--- config.mk ---
export PLATFORM = sky130hd
export DESIGN_NAME = doze_ratio_ctrl
export DESIGN_NICKNAME = d
export VERILOG_FILES = /design/src/rtl/doze_pkg.sv /design/src/rtl/doze_ctrl_reg.sv /design/src/rtl/doze_phase_cnt.sv /design/src/rtl/doze_ce_gen.sv /design/src/rtl/doze_ratio_ctrl.sv
export SDC_FILE = /design/constraint.sdc
export NUM_CORES = 1
export LEC_CHECK = 0
export BUFFER_PORTS_ARGS = -buffer_cell sky130_fd_sc_hd__clkbuf_2
export CAP_MARGIN = 5
export CORE_MARGIN = 4
export CORE_UTILIZATION = 43
export DETAILED_ROUTE_END_ITERATION = 10
export MAX_ROUTING_LAYER = met4
export PLACE_DENSITY = 0.77
export SLEW_MARGIN = 10
export SYNTH_ARGS = -nofsm -noshare
export SYNTH_HDL_FRONTEND = slang
export SYNTH_SLANG_ARGS = --single-unit
--- constraint.sdc ---
create_clock -name clk -period 1.95 [get_ports clk]
set_clock_uncertainty 0.15 [all_clocks]
set_input_delay 0.0975 -clock clk [delete_from_list [all_inputs] [get_ports clk]]
set_output_delay 0.0975 -clock clk [all_outputs]
set_load 0.1 [all_outputs]
--- src/rtl/doze_pkg.sv ---
package doze_pkg;
  localparam int REG_W     = 16;
  localparam int EN_POS    = 11;
  localparam int RATIO_LSB = 12;
  localparam int RATIO_W   = 3;
  localparam int ROI_POS   = 15;
  localparam int PHASE_W   = 7;

  typedef struct packed {
    logic               roi;
    logic [RATIO_W-1:0] ratio;
    logic               en;
  } doze_cfg_t;
endpackage

--- src/rtl/doze_ctrl_reg.sv ---
module doze_ctrl_reg
  import doze_pkg::*;
#(
  parameter int DW = REG_W
) (
  input  logic          clk,
  input  logic          rst_n,
  input  logic          wr_en,
  input  logic [DW-1:0] wr_data,
  input  logic          irq_pend,
  output doze_cfg_t     cfg_q,
  output logic          restart
);
  doze_cfg_t cfg_d;
  doze_cfg_t wr_cfg;

  always_comb begin
    wr_cfg.roi   = wr_data[ROI_POS];
    wr_cfg.ratio = wr_data[RATIO_LSB +: RATIO_W];
    wr_cfg.en    = wr_data[EN_POS];
  end

  // Restart the phase counter only when the rate-setting fields change.
  assign restart = wr_en && ({wr_cfg.ratio, wr_cfg.en} != {cfg_q.ratio, cfg_q.en});

  always_comb begin
    cfg_d = cfg_q;
    if (wr_en) cfg_d = wr_cfg;
    // An interrupt return overrides a same-cycle write that sets the enable.
    if (cfg_q.roi && irq_pend) cfg_d.en = 1'b0;
  end

  always_ff @(posedge clk or negedge rst_n) begin
    if (!rst_n) cfg_q <= '0;
    else        cfg_q <= cfg_d;
  end


  irq_return_chk: assert property (@(posedge clk) disable iff (!rst_n)
    (cfg_q.roi && irq_pend) |=> !cfg_q.en);


  irq_ignored_chk: assert property (@(posedge clk) disable iff (!rst_n)
    (!cfg_q.roi && irq_pend && !wr_en) |=> $stable(cfg_q));
endmodule

--- src/rtl/doze_phase_cnt.sv ---
module doze_phase_cnt #(
  parameter int CW = 7
) (
  input  logic          clk,
  input  logic          rst_n,
  input  logic          restart,
  output logic [CW-1:0] cnt_q
);
  logic [CW-1:0] cnt_d;

  always_comb begin
    if (restart) cnt_d = '0;
    else         cnt_d = cnt_q + 1'b1;
  end

  always_ff @(posedge clk or negedge rst_n) begin
    if (!rst_n) cnt_q <= '0;
    else        cnt_q <= cnt_d;
  end


  phase_step_chk: assert property (@(posedge clk) disable iff (!rst_n)
    !restart |=> cnt_q == CW'($past(cnt_q) + 1'b1));
endmodule

--- src/rtl/doze_ce_gen.sv ---
module doze_ce_gen #(
  parameter int CW = 7,
  parameter int RW = 3
) (
  input  logic          en,
  input  logic [RW-1:0] ratio,
  input  logic [CW-1:0] cnt,
  output logic          cpu_ce
);
  logic [CW-1:0] mask;

  // Bit i of the mask is set when the exponent is above i.
  for (genvar i = 0; i < CW; i++) begin : g_mask
    assign mask[i] = (RW'(i) < ratio);
  end

  assign cpu_ce = !en || ((cnt & mask) == '0);
endmodule

--- src/rtl/doze_ratio_ctrl.sv ---
module doze_ratio_ctrl
  import doze_pkg::*;
(
  input  logic             clk,
  input  logic             rst_n,
  input  logic             wr_en,
  input  logic [REG_W-1:0] wr_data,
  output logic [REG_W-1:0] rd_data,
  input  logic             irq_pend,
  output logic             cpu_ce,
  output logic             per_ce
);
  doze_cfg_t          cfg_q;
  logic               restart;
  logic [PHASE_W-1:0] phase;

  doze_ctrl_reg #(.DW(REG_W)) u_reg (
    .clk(clk), .rst_n(rst_n), .wr_en(wr_en), .wr_data(wr_data),
    .irq_pend(irq_pend), .cfg_q(cfg_q), .restart(restart)
  );

  doze_phase_cnt #(.CW(PHASE_W)) u_cnt (
    .clk(clk), .rst_n(rst_n), .restart(restart), .cnt_q(phase)
  );

  doze_ce_gen #(.CW(PHASE_W), .RW(RATIO_W)) u_ce (
    .en(cfg_q.en), .ratio(cfg_q.ratio), .cnt(phase), .cpu_ce(cpu_ce)
  );

  always_comb begin
    rd_data                            = '0;
    rd_data[ROI_POS]                   = cfg_q.roi;
    rd_data[RATIO_LSB +: RATIO_W]      = cfg_q.ratio;
    rd_data[EN_POS]                    = cfg_q.en;
  end

  assign per_ce = 1'b1;


  ratio_wr_chk: assert property (@(posedge clk) disable iff (!rst_n)
    wr_en |=> rd_data[RATIO_LSB +: RATIO_W] == $past(wr_data[RATIO_LSB +: RATIO_W]));


  full_rate_chk: assert property (@(posedge clk) disable iff (!rst_n)
    !rd_data[EN_POS] |-> cpu_ce);


  restart_pulse_chk: assert property (@(posedge clk) disable iff (!rst_n)
    (wr_en && (wr_data[14:11] != rd_data[14:11])) |=> cpu_ce);
endmodule

==> results.ini <==
[worst_setup_path]
cp-start-kind = flop
worst_path_largest_cell_delay_ns = 0.44
cp_num_buf_inv = 1
worstPathRequired_ns = 1.70
critPathKind = flop to output pin
crit_family = flip-flops
worstPathArrival_ns = 1.59
crit_fanout = 5
crit_chain = nor4_1, o211ai_1, a22oi_2, buf_12
endpoint_kind = output pin
crit_slowest_cell = dfrtp_1

[final_layout]
multi_input_area_um2 = 341.6
num_antenna_cells = 0
num-fill-cells = 135
final_nets = 114
area_delta_synth_final_pct = 26.43
seqCellArea_um2 = 309.0
fin_cells = 108
drive_above_1_share = 0.3370

[timing]
fmax_mhz = 542.9
worst_slew_pin_slew_ns = 0.5421
fin_crit_sh = 0.9445
hold_viol = 0
slew_violations = 0
slew_headroom = 0.6401
setup_tns_ns = 0
finalCriticalPeriod_ns = 1.842
rsz0062_at_grt = no
whs_ns = 0.08479
finalSetupViolations = 0

[route]
antenna_left = 0
wl_per_cell_um = 12.52
vias = 526
drt_iter0_drc = 7
drc = 0
wl_um = 1352
dr.pass1.iters = 4
via_per_inst = 4.870

[clock_tree]
clk_path_buf_depth = 2
clk_latency_ns = 0.28
htreeDepth = 1
cts_made_buffers = 3
cts_sinks = 12
path_clk_slew_ns = 0.08
cts_root_buf = clkbuf_4
post_cts_buffers = 0
tritoncts = yes

[global_routing]
grt_pass1_wl_um = 2242
grt_overflow = 0
grt_pass1_vias = 504
grt_max_degree = 13
antenna_found_initial = 0
grtUsageTotal = 0.1248

[floorplan]
start_util = 0.4598
rows = 14
io_pins = 38
die_y_um = 48.37
core_area_um2 = 1524
die_x_um = 48.37
fp.dieArea_um2 = 2339

[synthesis]
ys_seq_area_frac = 0.4286
yosys.area.top_type = dfrtp_1
yosysTopAreaCellShare = 0.4286
yosys-top-cells-area = dfrtp_1, buf_4, xor2_1
synth.cell_area_um2 = 700.7
postSynthAreaPerCell_um2 = 10.15
synth-warning-count = 0
synth-seq-cells = 12
syn_inst = 69
synth.distinct_cells = 23

[placed_design]
buffer_ports.inserted = 14
finalWeightedCongestion = 0.8339
hpwl_um = 921.5
placed_cells = 95

[power_and_ir_drop]
power_mw = 0.8385
power_leakage_nw = 0.4118
power_density_nw_per_um2 = 946.6
ir_worst_vdd_mv = 0.7002

[min_path]
hold_path_class = primary input to async pin

[outcome]
status = complete, no violations

[flow_run]
maxCapViolations = 0

kinds of logic (layout without fill, tap and decap cells):
| kind of cell | Yosys count | after routing | share of synthesized area |
|---|---|---|---|
| AOI/OAI and AO/OA | 14 | 14 | 0.1411 |
| xor gates and xnor gates | 7 | 7 | 0.08750 |
| adders and majority gates | 1 | 1 | 0.01785 |
| buffers and inverters | 15 | 28 | 0.1500 |
| DFF | 12 | 12 | 0.4286 |
| muxes | 4 | 4 | 0.06250 |
| other | 2 | 12 | 0.01072 |
| and+or+nand+nor | 14 | 14 | 0.1018 |
through the flow:
step           utilization  setup WS [ns]  cell area [um2]
3_3_place_gp        0.4984         0.4278            759.5
5_1_grt             0.5813        0.01231            885.9
4_1_cts             0.5813        0.07534            885.9
3_5_place_dp        0.4984         0.3962            759.5
2_1_floorplan            -       -0.08103            755.7
6_report            0.5813         0.1081            885.9
registers in the layout, summed over array words and instances (netlist names):
signal       flops
u_reg.cfg_q      5
u_cnt.cnt_q      7
report_power, final:
| part | internal (mW) | switching (mW) | total [mW] |
|---|---|---|---|
| logic | 0.0789 | 0.260 | 0.339 |
| registers | 0.272 | 0.0279 | 0.300 |
| clock network | 0.114 | 0.0866 | 0.200 |
| total | 0.464 | 0.374 | 0.839 |
cells in the mapped netlist, drive strengths merged:
master,n
xnor2,1
nand2,3
and2,1
nor4,1
dfrtp,12
mux2,3
o211ai,1
a22oi,1
o21ai,6
o41a,1
nand3,2
clkbuf,1
inv,1
conb,2
buf,13
a21oi,5
nor2,4
xor2,6
or3,2
ha,1
nor2b,1
mux2i,1
timing repair:
| action | CTS | global route |
|---|---|---|
| hold endpoints to repair | 17 | 0 |
| gates resized for setup | 0 | 0 |
| hold buffers | 9 | 0 |
| setup endpoints to repair | 0 | 0 |
routing by layer:
metal,vias to the layer above,share of wire,track usage
li1,255,-,-
met1,247,0.39,0.1328
met2,18,0.51,0.2065
met3,6,0.075,0.05215
met4,0,0.021,0.04147
met5,-,0,-
cell type report:
cell class	count	share of cell area
Clock buffer	4	0.04096
Timing Repair Buffer	23	0.1977
Sequential cell	12	0.3489
Multi-Input combinational cell	52	0.3856
Inverter	1	0.004237
Tap cell	16	0.02260
cell usage in the layout (no fill, tap or decap), types with 2 or more instances in the layout:
master | synthesis | layout
dfrtp_4 | 0 | 2
nor2_1 | 4 | 4
o21ai_0 | 6 | 3
o21ai_1 | 0 | 3
mux2_2 | 3 | 3
clkbuf_4 | 0 | 3
nand3_1 | 2 | 2
or3_1 | 2 | 2
conb_1 | 2 | 12
a21oi_2 | 2 | 3
clkbuf_2 | 0 | 13
a21oi_1 | 3 | 2
xor2_1 | 6 | 6
nand2_1 | 3 | 3
dfrtp_1 | 12 | 9
dlygate4sd3_1 | 0 | 9
worst paths after layout:
kind	from	end	slack [ns]	depth (start not counted)
max	u_cnt.cnt_q[2]$_DFF_PN0_	cpu_ce	0.11	4
min	rst_n	u_reg.cfg_q[1]$_DFFE_PN0P_	0.08	2
max reg2reg	u_reg.cfg_q[0]$_DFFE_PN0P_	u_reg.cfg_q[0]$_DFFE_PN0P_	0.44	3
min reg2reg	u_cnt.cnt_q[0]$_DFF_PN0_	u_cnt.cnt_q[0]$_DFF_PN0_	0.37	1
max in group asynchronous	rst_n	u_reg.cfg_q[2]$_DFFE_PN0P_	1.30	2
min in group clk	wr_data[11]	u_cnt.cnt_q[5]$_DFF_PN0_	0.23	4
No activity file was read; power rests on OpenSTA's default activity.
